## src/rtl/fdiv_pkg.sv

```systemverilog
package fdiv_pkg;

    localparam int LANE_W    = 8;
    localparam int FRAC_W    = 6;
    localparam int FRAC_LO   = 12;
    localparam int FRAC_HI   = 35;
    localparam int FRAC_RST  = 18;
    localparam int OFS_LOAD  = 'h0;
    localparam int OFS_SET   = 'h4;
    localparam int OFS_CLR   = 'h8;
    localparam int OFS_TOG   = 'hC;

    typedef enum logic [2:0] {
        ACC_NONE,
        ACC_LOAD,
        ACC_SET,
        ACC_CLR,
        ACC_TOG
    } acc_op_e;

    // one channel byte: stop bit, reserved bit, fraction
    typedef struct packed {
        logic              stop;
        logic              rsvd;
        logic [FRAC_W-1:0] frac;
    } lane_t;

    localparam lane_t LANE_RST  = '{stop: 1'b1, rsvd: 1'b0, frac: FRAC_W'(FRAC_RST)};
    localparam lane_t LANE_MASK = '{stop: 1'b1, rsvd: 1'b0, frac: {FRAC_W{1'b1}}};

    function automatic lane_t lane_apply(acc_op_e op, lane_t cur, lane_t d);
        lane_t r;
        case (op)
            ACC_LOAD: r = d;
            ACC_SET:  r = lane_t'(cur | d);
            ACC_CLR:  r = lane_t'(cur & ~d);
            ACC_TOG:  r = lane_t'(cur ^ d);
            default:  r = cur;
        endcase
        r.rsvd = 1'b0;
        return r;
    endfunction

    function automatic logic frac_legal(logic [FRAC_W-1:0] f);
        return (int'(f) >= FRAC_LO) && (int'(f) <= FRAC_HI);
    endfunction

endpackage

```

## src/rtl/fdiv_addr_dec.sv

```systemverilog
module fdiv_addr_dec
    import fdiv_pkg::*;
#(
    parameter int ADDR_W = 8
) (
    input  logic [ADDR_W-1:0] addr,
    input  logic              we,
    output logic              hit,
    output acc_op_e           op
);

    acc_op_e sel;

    always_comb begin
        hit = 1'b1;
        sel = ACC_NONE;
        case (int'(addr))
            OFS_LOAD: sel = ACC_LOAD;
            OFS_SET:  sel = ACC_SET;
            OFS_CLR:  sel = ACC_CLR;
            OFS_TOG:  sel = ACC_TOG;
            default:  hit = 1'b0;
        endcase
        op = we ? sel : ACC_NONE;
    end

endmodule

```

## src/rtl/fdiv_lane.sv

```systemverilog
module fdiv_lane
    import fdiv_pkg::*;
(
    input  logic              clk,
    input  logic              rst,
    input  acc_op_e           op,
    input  lane_t             wr,
    output lane_t             q,
    output logic [FRAC_W-1:0] frac,
    output logic              enabled,
    output logic              range_err,
    output logic              clk_en
);

    always_ff @(posedge clk) begin
        if (rst) q <= LANE_RST;
        else     q <= lane_apply(op, q, wr);
    end

    assign frac      = q.frac;
    assign enabled   = ~q.stop;
    assign range_err = ~frac_legal(q.frac);
    assign clk_en    = enabled & ~range_err;


    set_bits_chk: assert property (@(posedge clk) disable iff (rst)
        op == ACC_SET |=> (q & $past(wr) & LANE_MASK) == ($past(wr) & LANE_MASK));


    clr_bits_chk: assert property (@(posedge clk) disable iff (rst)
        op == ACC_CLR |=> (q & $past(wr)) == '0);


    tog_bits_chk: assert property (@(posedge clk) disable iff (rst)
        op == ACC_TOG |=> (q ^ $past(q)) == ($past(wr) & LANE_MASK));


    idle_hold_chk: assert property (@(posedge clk) disable iff (rst)
        op == ACC_NONE |=> $stable(q));


    rsvd_zero_chk: assert property (@(posedge clk) disable iff (rst)
        q.rsvd == 1'b0);


    gate_safe_chk: assert property (@(posedge clk) disable iff (rst)
        clk_en |-> (!q.stop && q.frac >= FRAC_W'(FRAC_LO) && q.frac <= FRAC_W'(FRAC_HI)));

endmodule

```

## src/rtl/fdiv_ctrl_bank.sv

```systemverilog
module fdiv_ctrl_bank
    import fdiv_pkg::*;
#(
    parameter int NUM_CH = 4,
    parameter int ADDR_W = 8,
    localparam int DATA_W = NUM_CH * LANE_W
) (
    input  logic                     clk,
    input  logic                     rst,
    input  logic [ADDR_W-1:0]        bus_addr,
    input  logic                     bus_we,
    input  logic [DATA_W-1:0]        bus_wdata,
    output logic [DATA_W-1:0]        bus_rdata,
    output logic [NUM_CH*FRAC_W-1:0] ch_frac,
    output logic [NUM_CH-1:0]        ch_enabled,
    output logic [NUM_CH-1:0]        ch_range_err,
    output logic [NUM_CH-1:0]        ch_clk_en
);

    logic              hit;
    acc_op_e           op;
    logic [DATA_W-1:0] word_q;

    fdiv_addr_dec #(.ADDR_W(ADDR_W)) u_dec (
        .addr (bus_addr),
        .we   (bus_we),
        .hit  (hit),
        .op   (op)
    );

    for (genvar n = 0; n < NUM_CH; n++) begin : g_lane
        lane_t lane_q;

        fdiv_lane u_lane (
            .clk       (clk),
            .rst       (rst),
            .op        (op),
            .wr        (lane_t'(bus_wdata[n*LANE_W +: LANE_W])),
            .q         (lane_q),
            .frac      (ch_frac[n*FRAC_W +: FRAC_W]),
            .enabled   (ch_enabled[n]),
            .range_err (ch_range_err[n]),
            .clk_en    (ch_clk_en[n])
        );

        assign word_q[n*LANE_W +: LANE_W] = lane_q;
    end

    assign bus_rdata = hit ? word_q : '0;


    unmapped_wr_chk: assert property (@(posedge clk) disable iff (rst)
        (bus_we && !hit) |=> $stable(word_q));


    unmapped_rd_chk: assert property (@(posedge clk) disable iff (rst)
        !hit |-> bus_rdata == '0);


    load_word_chk: assert property (@(posedge clk) disable iff (rst)
        (bus_we && int'(bus_addr) == OFS_LOAD) |=> word_q == ($past(bus_wdata) & {NUM_CH{LANE_MASK}}));

endmodule

```

## config.mk

```make
export PLATFORM = sky130hd
export DESIGN_NAME = fdiv_ctrl_bank
export DESIGN_NICKNAME = d
export VERILOG_FILES = /design/src/rtl/fdiv_pkg.sv /design/src/rtl/fdiv_addr_dec.sv /design/src/rtl/fdiv_lane.sv /design/src/rtl/fdiv_ctrl_bank.sv
export SDC_FILE = /design/constraint.sdc
export NUM_CORES = 1
export LEC_CHECK = 0
export ABC_CLOCK_PERIOD_IN_PS = 4450
export CAP_MARGIN = 25
export CORE_AREA = 2 2 106 57
export DETAILED_ROUTE_END_ITERATION = 12
export DIE_AREA = 0 0 108 59
export DONT_BUFFER_PORTS = 1
export GPL_TIMING_DRIVEN = 0
export PLACE_DENSITY_LB_ADDON = 0.15
export SYNTH_ARGS = -nofsm -noshare
export SYNTH_HDL_FRONTEND = slang
export SYNTH_SLANG_ARGS = --single-unit
```

## constraint.sdc

```tcl
create_clock -name clk -period 4.45 [get_ports clk]
set_clock_uncertainty 0.05 [all_clocks]
set_input_delay 0 -clock clk [delete_from_list [all_inputs] [get_ports clk]]
set_output_delay 0 -clock clk [all_outputs]
set_load 0.05 [all_outputs]
```

Yosys cells after proc, flatten, opt, wreduce, memory -nomap -nowiden. Cells that the tools add are included.

Register bits after elaboration: 28. Input port bits: 43. Output and inout port bits: 68. Word-level logic and storage cells: 66.

Order comparisons: 8. Eq/ne operators: 7. Multiplexer cells: 8. Bitwise gates (word level): 28. Reductions and logical operators: 7.

Operators by type and width (number): $pmux 8 s4 (4); $and 8x8->8 (4); $mux 32 (1); $not 8->8 (4); $or 8x8->8 (4); $xor 8x8->8 (4); $ge 6x4->1 const B (4); $le 6x6->1 const B (4); $eq 8x4->1 const B (2); $pmux 3 s4 (1); $eq 8x3->1 const B (1); $logic_not 8->1 (1); $not 1->1 (8); $eq 3x2->1 const B (2); $and 1x1->1 (4); $logic_and 1x1->1 (4); $reduce_bool 4->1 (1); $reduce_or 4->1 (1); $eq 3x1->1 const B (1); $eq 3x3->1 const B (1); $mux 3 (1); $mux 1 (1).

Longest topological paths before layout.
Depth after elaboration: 5. Depth in mapped cells: 5. Mapped depth without buffers: 5.

Cells and area by module. Synthesis repeated with hierarchy kept, for this count alone.

Cells, all modules: 431. Area total of the unflattened synthesis: 3796.1 um^2.

Modules (own cells, without submodules): fdiv_lane (times used 4, cells each 97, area an instance 872.1 um^2, sequential area each 140.1 um^2); fdiv_ctrl_bank (times used 1, cells each 35, area an instance 255.2 um^2, sequential area each 0.0 um^2); fdiv_addr_dec (times used 1, cells each 8, area an instance 52.6 um^2, sequential area each 0.0 um^2).

Least setup slack after synthesis. OpenSTA, ideal clock, no wires.

Path kind: input -> output. Start: in bus_addr[1]. End: out bus_rdata[0]. Data arrival time: 2230 ps. Data required time: 4400 ps. Path slack: 2170 ps. Stages: 4. Path buffers: 2. Cells stage by stage: or4_4 buf_6 buf_6 nor4_1.

Cells in the longest elaborated chain, start to end: 4. Elaborated cells between the ends (all ways): 7. Classes of those cells: eq/ne (3); mux (2); reduce/logical (2).

Ends and longest elaborated chain: start, declared (line fdiv_ctrl_bank.sv:10) `input logic [ADDR_W-1:0] bus_addr,`; $eq 8x3->1 (tied with other cells) (line fdiv_addr_dec.sv:17) `case (int'(addr))`; $reduce_or 4->1 (no line) (*); $mux 1 (*) (line fdiv_addr_dec.sv:17); $mux 32 (*) (line fdiv_ctrl_bank.sv:49) `assign bus_rdata = hit ? word_q : '0;`; end, declared (line fdiv_ctrl_bank.sv:13) `output logic [DATA_W-1:0] bus_rdata,`.

Every way passes the cells marked *; elsewhere a longest branch is shown, timed or not.

Worst setup path in the final report.
Start: in bus_addr[6]. End: reg g_lane[1].u_lane.q[7] (netlist bit).

Cells in the longest elaborated chain, start to end: 5. Elaborated cells between the ends (all ways): 12. Classes of those cells: eq/ne (7); mux (3); reduce/logical (2).

Ends and longest elaborated chain: $eq 8x4->1 (tied with other cells) (line fdiv_addr_dec.sv:17); $pmux 3 s4 (*) (line fdiv_addr_dec.sv:17); $mux 3 (*) (line fdiv_addr_dec.sv:24) `op = we ? sel : ACC_NONE;`; $eq 3x3->1 (tied with other cells) (line fdiv_pkg.sv:33) `case (op)`; $pmux 8 s4 or $reduce_bool 4->1 (tied branches); end signal, assigned (line fdiv_lane.sv:17) `else q <= lane_apply(op, q, wr);`; end, declared (line fdiv_lane.sv:8) `output lane_t q,`.

Marks and branches as above. A chain may end at the register's enable or synchronous reset.

==> qor.yml <==
run_status:
  status: "finished clean"
place:
  pre_cts_ws_ns: 2.84
  dpl.hpwl_mm: 6.96
  post_dp_cell_area_um2: 3910
  gp_congestion: 0.798
  portBuffers: 0
logic_synthesis:
  yosysTopAreaCell: "ha_1"
  yosysUniqueCellTypes: 26
  synth_top_family_by_area: "buffers and inverters"
  synth_fa_ha_area_share_pct: 20.5
  ys_warn_count: 0
  synth_xor_area_share_pct: 0
  syn_avg_cell_area_um2: 8.57
  synth_area_leaders: "ha_1 (20%), mux4_2 (17%), dfxtp_1 (16%)"
  synth_simple_gate_area_share_pct: 9.74
  synthMuxAreaShare_pct: 17.1
  synth-compound-area-share_pct: 11.2
  synth.top_cell.area_share_pct: 20.5
  ys_seq_elements: 28
  syn_inst: 399
  yosysSeqAreaShare_pct: 16.4
  netlist_area_um2: 3420
clock_network:
  cts.sinks: 28
  clk-insertion-delay-late_ns: 0.29
  clk_transition_reported_paths_ns: 0.11
  cts-root-buf: "clkbuf_8"
  numCtsBuffers: 3
  cts_tree: "built"
  clock_path_buffers: 2
  cts_setup_buffers: 0
  h-tree-depth: 1
global_route:
  grt_busiest_layer: "met2"
  antenna_found_initial: 0
  grt_overflow_total: 0
  grt_max_degree: 16
  met2_usage_pct: 53.0
  grt_use_met3_pct: 5.82
  grt_pass1_vias: 3005
  track_usage_pct: 29.9
  grt.met1_usage_pct: 39.1
  grt_pass1_wl_mm: 14.6
critical_path:
  critical_path.max_fanout: 3
  r2r-start: "g_lane[3].u_lane.frac[4]"
  end_kind: "flop"
  r2r_end: "g_lane[3].u_lane.frac[4]"
  critPathArrivalTime_ns: 1.89
  crit_type: "input port to flop"
  cp-start-kind: "input port"
  critPathRequiredTime_ns: 4.56
  r2r_slack_ns: 2.81
  ff2ff_path_depth: 5
routing:
  drc: 0
  dr.pass1.iters: 4
  drt_iter0_markers: 170
  wl_per_cell_um: 17.8
  via_count: 2957
  drtAntennaViolNets: 0
  viasPerCell: 5.80
  routed_wl_mm: 9.06
power_and_ir_drop:
  p_int_uw: 397
  switchingPower_uw: 192
  vdd_drop_max_mv: 0.144
  sw_frac_of_total_pct: 32.6
  clkPwrFrac_pct: 29.1
  p_leak_nw: 1.95
  combPwrFrac_pct: 27.9
  p_seq_share_pct: 43.0
  power.density_nw_per_um2: 148
run:
  cap_violations: 0
sta:
  finalHoldViolations: 0
  rsz0062_at_grt: "no"
  setup_viol: 0
  layout_min_cycle_time_ns: 1.78
  max_freq_mhz: 563
  tightest_slew_ns: 0.820
  slew_violations: 0
  maxSlewHeadroom_pct: 45.3
  period_share_pct: 39.9
  setup_ws_ns: 2.67
  tns_ns: 0
hold_path:
  min_from: "bus_wdata[0]"
  worst_hold_path.num_cells: 3
  hold_end: "g_lane[0].u_lane.frac[0]"
  hp-class: "input port to flop"
floorplanning:
  rows: 19
  start_util_pct: 63.9
  dieHeight_um: 59
  top_level_ports: 111
  die_width_um: 108
  coreArea_um2: 5350
  die-area_um2: 6370
finish:
  drive_above_1_share_pct: 32.0
  stdcell_area_um2: 3990
  area_growth_pct: 16.8
  fillers: 393
  diodes: 0
  nNetsFinal: 537
-- worst max-delay path by stage --
stage           startpoint                       end
3_5_place_dp           rst  g_lane[3].u_lane.frac[3]
2_1_floorplan  bus_addr[1]              bus_rdata[0]
5_1_grt        bus_addr[6]     g_lane[1].u_lane.q[7]
3_3_place_gp   bus_addr[1]             bus_rdata[16]
4_1_cts        bus_addr[6]     g_lane[1].u_lane.q[7]
6_report       bus_addr[6]     g_lane[1].u_lane.q[7]
-- critical path: stages --
cell and delay [ns]:
dlygate4sd3_1 0.53, or3b_2 0.47, dlygate4sd3_1 0.61, o21ai_1 0.15, o311ai_1 0.12
-- through the flow --
step	util [%]	power (mW)	hold WS, ns	cells
after CTS	74.6	0.586	0.0744	510
final	74.6	0.589	0.0734	510
after detailed placement	73.0	0.420	0.271	503
after floorplan	-	0.382	0.208	402
after global placement	65.8	0.402	0.242	475
after global routing	74.6	0.611	0.0865	510
-- what timing repair did --
action                                 CTS  global route
hold buffers                             3             0
resized for setup                        0             0
endpoints found under the hold margin    3             0
-- layout make-up --
cell class / count / area (um^2) / area share, %
repair buffers: 31 / 240 / 6.02
clock buffers: 4 / 55.1 / 1.38
plain buffers: 65 / 443 / 11.1
inverters: 109 / 409 / 10.3
multi-input cells: 200 / 2190 / 54.9
flip-flops and latches: 28 / 561 / 14.0
well taps: 73 / 91.3 / 2.29
-- cells by family (layout without fill, tap and decap cells) --
group	after synthesis	in the layout
buffers and inverters	174	209
AND/OR/NAND/NOR	62	62
adder cells (fa/ha/maj)	56	56
AO/OA/AOI/OAI	52	52
flip-flops	28	28
multiplexers	26	26
other	1	4
-- power by group through the flow --
stage | clock [mW] | sequential [mW] | combinational, mW
after floorplan | 0 | 0.259 | 0.123
after global placement | 0 | 0.259 | 0.143
after detailed placement | 0 | 0.259 | 0.160
after CTS | 0.169 | 0.254 | 0.163
after global routing | 0.179 | 0.254 | 0.178
final | 0.171 | 0.254 | 0.164
-- registers in the layout, indices dropped and copies added (netlist names) --
name and cells:
g_lane.u_lane.frac 24, g_lane.u_lane.q 4
-- synthesized netlist by cell type (all sizes together) --
cell type,n
nor2b,2
clkbuf,13
o2bb2ai,16
or4,1
o211ai,10
or3b,1
inv,109
conb,1
nand2,3
o311ai,2
o21ai,16
nor3b,1
a211o,4
nor3,4
nor2,20
buf,52
nand3,1
nor4,29
ha,56
a211oi,2
mux4,26
dfxtp,28
o211a,2
-- per-layer routing --
layer | part of all wire, % | vias up
met4 | 0.73 | 0
met5 | 0 | -
met2 | 49 | 123
met1 | 43 | 1464
met3 | 7.7 | 8
li1 | - | 1362
-- cell usage in the layout (no fill, tap or decap), drive strengths merged --
cell / n
o211a: 2
ha: 56
nor3b: 1
buf: 80
nor2: 20
nor4: 29
nor3: 4
mux4: 26
a211oi: 2
o21ai: 16
a211o: 4
o311ai: 2
dfxtp: 28
nand2: 3
conb: 4
o2bb2ai: 16
o211ai: 10
or3b: 1
clkbuf: 17
or4: 1
nor2b: 2
nand3: 1
inv: 109
dlygate4sd3: 3
Note: power is estimated with default switching activity, not from simulation.
